File: src/rtl/csf_pkg.sv
package csf_pkg;

  // status word layout shared by every module of the block
  localparam int GROUPS    = 2;  // 0 regular, 1 injected
  localparam int EOC_LSB   = 0;
  localparam int OVR_LSB   = 2;
  localparam int AWD_BIT   = 4;
  localparam int BUSY_LSB  = 5;
  localparam int RSVD_BIT  = 7;
  localparam int CKAB_LSB  = 8;

  typedef struct packed {
    logic busy;
    logic ovr;
    logic eoc;
  } grp_flags_t;

  // end flag: a completion sets it, a read clears it, set has priority
  function automatic logic eoc_next(logic q, logic done, logic rd);
    return done | (q & ~rd);
  endfunction

  // overrun: completion on an occupied slot, sticky until write-1 clear
  function automatic logic ovr_next(logic q, logic done, logic eoc_q, logic clr);
    return (done & eoc_q) | (q & ~clr);
  endfunction

  // busy: accepted only when idle, ends on completion
  function automatic logic busy_next(logic q, logic start, logic done);
    return q ? ~done : start;
  endfunction

  // generic sticky flag with write-1 clear, set wins
  function automatic logic sticky_w1c(logic q, logic set, logic clr);
    return set | (q & ~clr);
  endfunction

endpackage

File: src/rtl/csf_group_track.sv
module csf_group_track
  import csf_pkg::*;
(
  input  logic       clk,
  input  logic       rst_n,
  input  logic       start,
  input  logic       done,
  input  logic       data_rd,
  input  logic       ovr_clr,
  output grp_flags_t flags,
  output logic       load
);

  grp_flags_t flags_q;

  // named internal events for the assertions
  logic ovr_evt;
  logic start_ok;

  assign ovr_evt  = done & flags_q.eoc;
  assign start_ok = start & ~flags_q.busy;
  assign load     = done & ~flags_q.eoc;
  assign flags    = flags_q;

  always_ff @(posedge clk or negedge rst_n) begin
    if (!rst_n) begin
      flags_q <= '0;
    end else begin
      flags_q.eoc  <= eoc_next(flags_q.eoc, done, data_rd);
      flags_q.ovr  <= ovr_next(flags_q.ovr, done, flags_q.eoc, ovr_clr);
      flags_q.busy <= busy_next(flags_q.busy, start, done);
    end
  end

  a_r1_eoc_set: assert property (@(posedge clk) disable iff (!rst_n)
    done |=> flags.eoc);

  a_r1_eoc_clear: assert property (@(posedge clk) disable iff (!rst_n)
    (data_rd && !done) |=> !flags.eoc);

  a_r2_ovr_set: assert property (@(posedge clk) disable iff (!rst_n)
    ovr_evt |=> flags.ovr);

  a_r2_no_load_on_ovr: assert property (@(posedge clk) disable iff (!rst_n)
    (done && flags.eoc) |-> !load);

  a_r3_ovr_sticky: assert property (@(posedge clk) disable iff (!rst_n)
    (flags.ovr && !ovr_clr) |=> flags.ovr);

  a_r4_busy_rise: assert property (@(posedge clk) disable iff (!rst_n)
    start_ok |=> flags.busy);

  a_r4_busy_hold: assert property (@(posedge clk) disable iff (!rst_n)
    (flags.busy && !done) |=> flags.busy);

  a_r4_busy_drop: assert property (@(posedge clk) disable iff (!rst_n)
    (flags.busy && done) |=> !flags.busy);

  a_r8_ovr_set_wins: assert property (@(posedge clk) disable iff (!rst_n)
    (ovr_clr && done && flags.eoc) |=> flags.ovr);

endmodule

File: src/rtl/csf_chan_flags.sv
module csf_chan_flags
  import csf_pkg::*;
(
  input  logic clk,
  input  logic rst_n,
  input  logic en,
  input  logic synced,
  input  logic loss_evt,
  input  logic scd_evt,
  input  logic clr_ckab,
  input  logic clr_scd,
  output logic ckab,
  output logic scd
);

  logic ckab_q;
  logic scd_q;
  logic ckab_force;
  logic scd_set;

  assign ckab_force = ~en | ~synced;
  assign scd_set    = en & scd_evt;

  always_ff @(posedge clk or negedge rst_n) begin
    if (!rst_n) begin
      ckab_q <= 1'b1;
      scd_q  <= 1'b0;
    end else begin
      ckab_q <= ckab_force | sticky_w1c(ckab_q, loss_evt, clr_ckab);
      scd_q  <= en & sticky_w1c(scd_q, scd_evt, clr_scd);
    end
  end

  assign ckab = ckab_q;
  assign scd  = scd_q;

  a_r6_ckab_forced: assert property (@(posedge clk) disable iff (!rst_n)
    (!en || !synced) |=> ckab);

  a_r6_ckab_loss: assert property (@(posedge clk) disable iff (!rst_n)
    loss_evt |=> ckab);

  a_r6_ckab_hold: assert property (@(posedge clk) disable iff (!rst_n)
    (ckab && !clr_ckab) |=> ckab);

  a_r7_scd_off: assert property (@(posedge clk) disable iff (!rst_n)
    !en |=> !scd);

  a_r7_scd_set: assert property (@(posedge clk) disable iff (!rst_n)
    scd_set |=> scd);

  a_r8_ckab_set_wins: assert property (@(posedge clk) disable iff (!rst_n)
    (loss_evt && clr_ckab) |=> ckab);

endmodule

File: src/rtl/csf_awd_summary.sv
module csf_awd_summary #(
  parameter int NUM_SRC = 8
) (
  input  logic               clk,
  input  logic               rst_n,
  input  logic [NUM_SRC-1:0] hi_src,
  input  logic [NUM_SRC-1:0] lo_src,
  output logic               awd
);

  logic any_src;
  logic awd_q;

  assign any_src = (|hi_src) | (|lo_src);

  always_ff @(posedge clk or negedge rst_n) begin
    if (!rst_n) awd_q <= 1'b0;
    else        awd_q <= any_src;
  end

  assign awd = awd_q;

  a_r5_awd_set: assert property (@(posedge clk) disable iff (!rst_n)
    ((hi_src != '0) || (lo_src != '0)) |=> awd);

  a_r5_awd_clear: assert property (@(posedge clk) disable iff (!rst_n)
    ((hi_src == '0) && (lo_src == '0)) |=> !awd);

endmodule

File: src/rtl/conv_status_flags.sv
module conv_status_flags
  import csf_pkg::*;
#(
  parameter int NUM_CH = 8,
  localparam int SCD_LSB = CKAB_LSB + NUM_CH,
  localparam int STAT_W  = CKAB_LSB + 2 * NUM_CH
) (
  input  logic              clk,
  input  logic              rst_n,
  input  logic              reg_start,
  input  logic              inj_start,
  input  logic              reg_done,
  input  logic              inj_done,
  input  logic              reg_data_rd,
  input  logic              inj_data_rd,
  input  logic              clr_wr,
  input  logic [STAT_W-1:0] clr_mask,
  input  logic [NUM_CH-1:0] ch_en,
  input  logic [NUM_CH-1:0] ch_synced,
  input  logic [NUM_CH-1:0] clk_loss_evt,
  input  logic [NUM_CH-1:0] short_evt,
  input  logic [NUM_CH-1:0] wd_hi_src,
  input  logic [NUM_CH-1:0] wd_lo_src,
  input  logic [STAT_W-1:0] irq_en,
  output logic [STAT_W-1:0] status,
  output logic              irq,
  output logic              reg_load,
  output logic              inj_load
);

  // mask bits that address no clearable flag
  localparam logic [STAT_W-1:0] NOCLR_MASK =
    ~(({STAT_W{1'b0}} | (STAT_W'(2'b11) << OVR_LSB))
      | ({STAT_W{1'b1}} << CKAB_LSB));

  logic [GROUPS-1:0] grp_start, grp_done, grp_rd, grp_load, grp_ovr_clr;
  grp_flags_t        grp_flags [GROUPS];
  logic [STAT_W-1:0] clr_eff;
  logic [NUM_CH-1:0] ckab_v, scd_v;
  logic              awd;

  assign grp_start = {inj_start, reg_start};
  assign grp_done  = {inj_done, reg_done};
  assign grp_rd    = {inj_data_rd, reg_data_rd};
  assign clr_eff   = clr_wr ? (clr_mask & ~NOCLR_MASK) : '0;

  generate
    for (genvar g = 0; g < GROUPS; g++) begin : g_grp
      assign grp_ovr_clr[g] = clr_eff[OVR_LSB + g];
      csf_group_track u_track (
        .clk     (clk),
        .rst_n   (rst_n),
        .start   (grp_start[g]),
        .done    (grp_done[g]),
        .data_rd (grp_rd[g]),
        .ovr_clr (grp_ovr_clr[g]),
        .flags   (grp_flags[g]),
        .load    (grp_load[g])
      );
    end

    for (genvar c = 0; c < NUM_CH; c++) begin : g_ch
      csf_chan_flags u_chan (
        .clk      (clk),
        .rst_n    (rst_n),
        .en       (ch_en[c]),
        .synced   (ch_synced[c]),
        .loss_evt (clk_loss_evt[c]),
        .scd_evt  (short_evt[c]),
        .clr_ckab (clr_eff[CKAB_LSB + c]),
        .clr_scd  (clr_eff[SCD_LSB + c]),
        .ckab     (ckab_v[c]),
        .scd      (scd_v[c])
      );
    end
  endgenerate

  csf_awd_summary #(.NUM_SRC(NUM_CH)) u_awd (
    .clk    (clk),
    .rst_n  (rst_n),
    .hi_src (wd_hi_src),
    .lo_src (wd_lo_src),
    .awd    (awd)
  );

  always_comb begin
    status = '0;
    for (int g = 0; g < GROUPS; g++) begin
      status[EOC_LSB + g]  = grp_flags[g].eoc;
      status[OVR_LSB + g]  = grp_flags[g].ovr;
      status[BUSY_LSB + g] = grp_flags[g].busy;
    end
    status[AWD_BIT]             = awd;
    status[CKAB_LSB +: NUM_CH]  = ckab_v;
    status[SCD_LSB +: NUM_CH]   = scd_v;
  end

  assign irq      = |(status & irq_en);
  assign reg_load = grp_load[0];
  assign inj_load = grp_load[1];

  a_r9_irq_quiet: assert property (@(posedge clk) disable iff (!rst_n)
    ((status & irq_en) == '0) |-> !irq);

  a_r10_rsvd_zero: assert property (@(posedge clk) disable iff (!rst_n)
    !status[RSVD_BIT]);

  a_r10_eoc_not_cleared: assert property (@(posedge clk) disable iff (!rst_n)
    (clr_wr && ((clr_mask & NOCLR_MASK) != '0) && status[EOC_LSB] && !reg_data_rd)
    |=> status[EOC_LSB]);

  a_r1_load_exclusive: assert property (@(posedge clk) disable iff (!rst_n)
    reg_load |-> reg_done);

endmodule

File: config.mk
export PLATFORM = sky130hd
export DESIGN_NAME = conv_status_flags
export DESIGN_NICKNAME = d
export VERILOG_FILES = /design/src/rtl/csf_pkg.sv /design/src/rtl/csf_group_track.sv /design/src/rtl/csf_chan_flags.sv /design/src/rtl/csf_awd_summary.sv /design/src/rtl/conv_status_flags.sv
export SDC_FILE = /design/constraint.sdc
export NUM_CORES = 1
export LEC_CHECK = 0
export BUFFER_PORTS_ARGS = -buffer_cell sky130_fd_sc_hd__buf_2
export CAP_MARGIN = 20
export CORE_ASPECT_RATIO = 0.6
export CORE_MARGIN = 5
export CORE_UTILIZATION = 25
export DETAILED_ROUTE_END_ITERATION = 7
export PLACE_DENSITY = 0.67
export RECOVER_POWER = 50
export SYNTH_ARGS = -nofsm -noshare
export SYNTH_HDL_FRONTEND = slang
export SYNTH_SLANG_ARGS = --single-unit
File: constraint.sdc
create_clock -name clk -period 2 [get_ports clk]
set_clock_uncertainty 0.2 [all_clocks]
set_input_delay 0.4 -clock clk [delete_from_list [all_inputs] [get_ports clk]]
set_output_delay 0.4 -clock clk [all_outputs]
set_load 0.005 [all_outputs]
==> results of run 1 <==
## layout make-up
type | instances | area (um2) | area share [%]
well taps | 63 | 78.8 | 4.25
multi-input cells | 80 | 469 | 25.3
inverters | 4 | 15.0 | 0.810
flip-flops and latches | 23 | 586 | 31.6
clock inverters | 1 | 5.00 | 0.270
clock buffers | 3 | 41.3 | 2.23
repair buffers | 129 | 658 | 35.5
## flip-flops by register name (all words and copies together) (netlist names)
register,flops
g_grp.u_track.flags,6
g_ch.u_chan.ckab,8
g_ch.u_chan.scd,8
u_awd.awd,1
## synth_stat cells (all sizes together) (2+ instances only)
cell	instances	share of area [%]
inv	4	1.2
nand4	2	1.0
buf	20	12
dfrtp	15	31
a22o	2	1.4
nand2	28	8.7
a21o	2	1.2
a21oi	8	3.3
nor2b	10	5.1
a211o	8	5.8
dfstp	8	17
nor4	4	2.1
mux2i	2	1.6
a22oi	10	6.2
## per-layer routing
metal | GRT usage, % | up-vias
met4 | 1.01 | 0
met1 | 16.9 | 590
met2 | 19.8 | 60
met5 | 0 | -
li1 | - | 652
met3 | 5.11 | 2
## power by group through the flow
| stage | Combinational, uW | Clock (uW) | Sequential (uW) |
|---|---|---|---|
| 6_report | 217 | 294 | 514 |
| 5_1_grt | 246 | 338 | 519 |
| 4_1_cts | 223 | 314 | 514 |
| 3_5_place_dp | 221 | 0 | 522 |
| 3_3_place_gp | 217 | 0 | 522 |
| 2_1_floorplan | 82.6 | 0 | 521 |
## how the worst min path moves through the flow
stage / slack (ns) / depth (start not counted) / endpoint / startpoint
2_1_floorplan: -0.1 / 0 / g_ch[0].u_chan.scd$_DFF_PN0_ / rst_n
3_3_place_gp: 0.21 / 1 / g_ch[2].u_chan.scd$_DFF_PN0_ / rst_n
3_5_place_dp: 0.22 / 1 / g_ch[2].u_chan.scd$_DFF_PN0_ / rst_n
4_1_cts: 0.11 / 2 / g_ch[5].u_chan.ckab$_DFF_PN1_ / clk_loss_evt[5]
5_1_grt: 0.11 / 2 / g_ch[5].u_chan.ckab$_DFF_PN1_ / clk_loss_evt[5]
6_report: 0.12 / 2 / g_ch[5].u_chan.ckab$_DFF_PN1_ / clk_loss_evt[5]
## worst max-delay path, delay by kind of cell (launching register included)
kind | cells | cell delay [ns]
compound gates | 1 | 0.30
simple gates | 2 | 0.56
flops | 1 | 0.39
buf+inv | 1 | 0.14
## through the flow
stage | area [um2] | power (uW) | instances | hold slack, ns | util, %
floorplan | 1210 | 603 | 127 | -0.0956 | -
global placement | 1800 | 739 | 298 | 0.212 | 38.9
detailed placement | 1800 | 743 | 298 | 0.219 | 38.9
CTS | 1860 | 1050 | 303 | 0.108 | 40.1
global route | 1850 | 1100 | 303 | 0.106 | 40.0
finish | 1850 | 1020 | 303 | 0.117 | 40.0
## kinds of logic (layout without fill, tap and decap cells)
family                 Yosys count  after routing  synth area share (%)
AO/OA/AOI/OAI                   31             31                  18.7
other                            1              1                 0.309
AND/OR/NAND/NOR                 46             46                  17.9
multiplexers                     2              2                  1.65
flip-flops                      23             23                  48.2
buffers and inverters           24            137                  13.2
## what timing repair did
action | 4_1_cts | 5_1_grt
hold buffers | 1 | 0
hold endpoints to repair | 15 | 0
endpoints found under the setup margin | 1 | 1
pin swaps | 2 | 0
setup buffers | 0 | 0
==> qor.csv, run 1 <==
metric;value;unit
final hold vios;0;
Fill cells;513;
register area share after synthesis;48.2;%
Root Buffer;clkbuf_8;
H-tree depth;1;
DIE HEIGHT;64;um
synthesized cell area;0.00121;mm2
Die Width;100;um
Tot GR Track Use;12.5;%
CTS tree;done;
Max Root-Sink Buffers;2;
antenna-violating nets left;0;
initial antenna violation count;0;
Worst-Skew Late Latency;0.26;ns
synth warn;0;
share of post-route cells with drive strength above 1;57.5;%
met2 routed WL;1830;um
Hold WC Path Type;primary input to flip-flop;
Slew Limit Headroom;43.0;%
Via density;4.30;
synth unique cells;19;
WL final;4080;um
Post-synth EDFFs;0;
Buffers on Ports;123;
Starting Density;26.2;%
post-DP HPWL;3510;um
Area Growth Syn to Fin;52.5;%
Num CTS Buffers;3;
Max Fclk;444;MHz
Logic pwr share;21.2;%
synthesized flop and latch total;23;
M1 WL;1790;um
total number of vias;1304;
Syn Nets;232;
status;finished, violations left;
DR DRC count;0;
largest net degree at the start of global routing;24;
Post-Syn Area per Cell;9.57;um2
Critical-path top delay cell;or4_1;
Lkg Pwr;0.000975;uW
PostCTS Resize Cnt;0;
Power per Cell Area;553;mW/mm2
Worst path max stage delay;0.49;ns
sw power;266;uW
full die area;0.00640;mm2
commonest cells after routing, fill and taps aside;buf_2 (121), nand2_1 (28), dfrtp_1 (15);
vias in the first global route;1340;
r2r endpoint;g_grp[0].u_track.flags[1]$_DFF_PN0_;
Worst Path Arrival;1.65;ns
share of power burned in registers;50.1;%
setup TNS;-0.253;ns
CP max FO;3;
Setup Crit Path Kind;flip-flop to primary output;
crit path capture;irq;
slack of the critical path;-0.253;ns
first-iteration detailed-routing DRC count;24;
R2R Setup Slk;0.95;ns
# setup viols final;1;
DR pass1 iterations;4;
Worst Setup End Kind;primary output;
Net count, final;346;
maximum vdd ir drop;240;uV
Post-synth top flop;dfrtp_1;
failing checks;setup timing;
Slew Limit Fails;0;
Startpoint Class;flip-flop;
core area;0.00464;mm2
critical-path cell list;a22oi_1, nand2_1, or4_1, buf_2;
Synth Instances;127;
clock sinks;23;
Worst-Margin Slew;0.855;ns
period utilisation layout;113;%
number of max-cap violations;0;
Req. time, crit path;1.40;ns
met3 wire len;456;um
n_diodes;0;
routability cong.;0.759;
R2R Path Start;g_grp[0].u_track.flags[0]$_DFF_PN0_;
RSZ-0062 raised after global routing;yes;
Int Pwr;759;uW
routed wire length per instance;13.5;um
top layer in use;met4;
Setup WS pre-CTS;-0.0890;ns
post-synthesis async set-or-reset flop share;100;%
crit path from;g_ch[3].u_chan.ckab$_DFF_PN1_;
commonest non-fill, non-tap cell in the layout;buf_2;
grt ovf;0;
first-pass GRT wire length;6380;um
depth of the worst register-to-register path;2;
io pins;132;
crit path time final;2.25;ns
Cell Rows;19;
Clk network pwr share;28.7;%
Reg clk slew, reported paths;0.09;ns
Sw Ratio;25.9;%
(Power assumes the default switching activity.)
==> run 2: changes to the inputs <==
Settings changed: CORE_ASPECT_RATIO 0.6 to 0.9.
==> run 2 against run 1 <==
  * Hold slack is essentially flat
  * Clock power about the same
  * The run still ends with setup timing left
  * Sequential share of layout area increased by 0.064 points
  * First-iteration DRC count rose by 42%
  * Combinational power barely moved
  * Register-to-register slack barely moved
  * Sequential power about the same
  * Largest power group unchanged
  * Utilization down 1.2 points
  * Die area shrank 0.69%
  * Sequential cell count unchanged
==> qor.csv, run 2 (synthesized netlist as in run 1, its figures left out) <==
metric;value;unit;change
Cell Rows;24;;+5
hold wc startpoint;clk_loss_evt[0];;
full die area;0.00636;mm2;-0.69%
hold depth;2;;unchanged
Tot GR Track Use;12.3;%;-0.25 points
commonest cells after routing, fill and taps aside;buf_2 (121), nand2_1 (28), dfrtp_1 (15);;
Lkg Pwr;0.000961;uW;-1.4%
Starting Density;25.4;%;-0.76 points
Slew Limit Fails;0;;unchanged
initial antenna violation count;0;;unchanged
Via density;4.32;;+0.36%
status;finished, violations left;;
first-pass GRT wire length;6290;um;-1.4%
final hold vios;0;;unchanged
Worst Path Arrival;1.65;ns;about the same
CTS tree;done;;
R2R Setup Slk;0.96;ns;about the same
CP max FO;2;;-1
Slew Limit Headroom;39.0;%;-4.0 points
Startpoint Class;flip-flop;;
depth of the worst register-to-register path;2;;unchanged
final non-filler cell total;304;;+0.33%
Logic pwr share;21.1;%;about the same
Worst-Margin Slew;0.915;ns;+0.0602 ns
Setup WS pre-CTS;-0.116;ns;-0.0271 ns
vias in the first global route;1326;;-1.0%
Int Pwr;760;uW;+0.13%
Max Root-Sink Buffers;2;;unchanged
DR DRC count;0;;unchanged
routability cong.;0.748;;-1.5%
Req. time, crit path;1.40;ns;about the same
DIE HEIGHT;76.1;um;+19%
share of post-route cells with drive strength above 1;56.9;%;-0.60 points
share of power burned in registers;50.3;%;+0.2 points
largest net degree at the start of global routing;24;;unchanged
slack of the critical path;-0.248;ns;+0.00578 ns
number of cells after detailed placement;299;;+0.34%
Hold Crit Endpoint;g_ch[0].u_chan.ckab$_DFF_PN1_;;
WL final;4050;um;-0.78%
RSZ-0062 raised after global routing;yes;;
DR pass1 iterations;5;;+1
maximum vdd ir drop;196;uV;-18%
Buffers on Ports;123;;unchanged
Clk network pwr share;28.7;%;about the same
H-tree depth;1;;unchanged
io pins;132;;unchanged
Area Growth Syn to Fin;52.2;%;
Root Buffer;clkbuf_8;;
number of max-cap violations;0;;unchanged
antenna-violating nets left;0;;unchanged
Fin Hold WS;0.117;ns;-0.0000490 ns
R2R Path Start;g_grp[1].u_track.flags[0]$_DFF_PN0_;;
Max Fclk;445;MHz;+0.26%
first-iteration detailed-routing DRC count;34;;+42%
Power per Cell Area;552;mW/mm2;-0.22%
# setup viols final;1;;unchanged
Die Width;83.5;um;-17%
crit path time final;2.25;ns;-0.00578 ns
sw power;260;uW;-2.0%
n_diodes;0;;unchanged
Worst-Skew Late Latency;0.26;ns;about the same
period utilisation layout;112;%;-0.29 points
setup repair bufs after CTS;0;;unchanged
grt ovf;0;;unchanged
clock sinks;23;;unchanged
core area;0.00477;mm2;+3.0%
r2r endpoint;g_grp[1].u_track.flags[1]$_DFF_PN0_;;
Num CTS Buffers;3;;unchanged
Reg clk slew, reported paths;0.09;ns;about the same
commonest non-fill, non-tap cell in the layout;buf_2;;
routed wire length per instance;13.3;um;-1.1%
failing checks;setup timing;;
Sw Ratio;25.5;%;-0.41 points
Hold WC Path Type;primary input to flip-flop;;
Net count, final;345;;-0.29%
total number of vias;1313;;+0.69%
post-DP HPWL;3390;um;-3.3%
Worst Setup End Kind;primary output;;
Setup Crit Path Kind;flip-flop to primary output;;
-- run 2: metal layers --
layer	vias up	part of all wire (%)	GRT usage, %	routed length (um)
li1	651	-	-	-
met1	605	42	15.7	1710
met2	55	50	20.5	2010
met3	2	7.7	3.03	312
met4	0	0.47	3.70	19
met5	-	0	0	0
-- run 2: repair_timing --
item | 4_1_cts | 5_1_grt
hold endpoints to repair | 15 | 0
gates resized for setup | 0 | 2
pin swaps | 1 | 0
hold buffers | 1 | 0
setup endpoints to repair | 1 | 1
cloned | 0 | 0
-- run 2: per-stage QoR --
step / cell area [um2] / setup TNS, ns / total power, uW / utilization [%]
final: 1850 / -0.248 / 1020 / 38.7
after global routing: 1850 / -0.318 / 1110 / 38.7
after CTS: 1850 / -0.292 / 1050 / 38.8
after detailed placement: 1800 / -0.116 / 741 / 37.6
after global placement: 1800 / -0.107 / 736 / 37.6
after floorplan: 1210 / 0 / 603 / -
-- run 2: critical path, cell delays in order, from the launching register on --
cell	delay [ns]
dfrtp_1	0.39
a222oi_1	0.33
nand3_1	0.12
or4_1	0.41
buf_2	0.14
-- run 2: worst max path at each step --
stage,startpoint,cells after the start,endpoint
6_report,g_ch[7].u_chan.scd$_DFF_PN0_,4,irq
5_1_grt,g_ch[7].u_chan.scd$_DFF_PN0_,4,irq
4_1_cts,g_ch[7].u_chan.scd$_DFF_PN0_,4,irq
3_5_place_dp,irq_en[23],5,irq
3_3_place_gp,irq_en[23],5,irq
2_1_floorplan,g_ch[7].u_chan.scd$_DFF_PN0_,3,irq
-- run 2: power groups by stage --
stage	logic [uW]	registers, uW	clock network, uW
after floorplan	82.6	521	0
after global placement	215	520	0
after detailed placement	221	520	0
after CTS	223	513	313
after global routing	241	517	347
final	215	513	292
-- run 2: final cells by class --
| type | instances | area, um2 |
|---|---|---|
| repair buffers | 128 | 643 |
| well taps | 65 | 81.3 |
| clock buffers | 4 | 45.0 |
| fillers | 526 | 2930 |
| inverters | 4 | 15.0 |
| flip-flops and latches | 23 | 586 |
| multi-input cells | 80 | 479 |
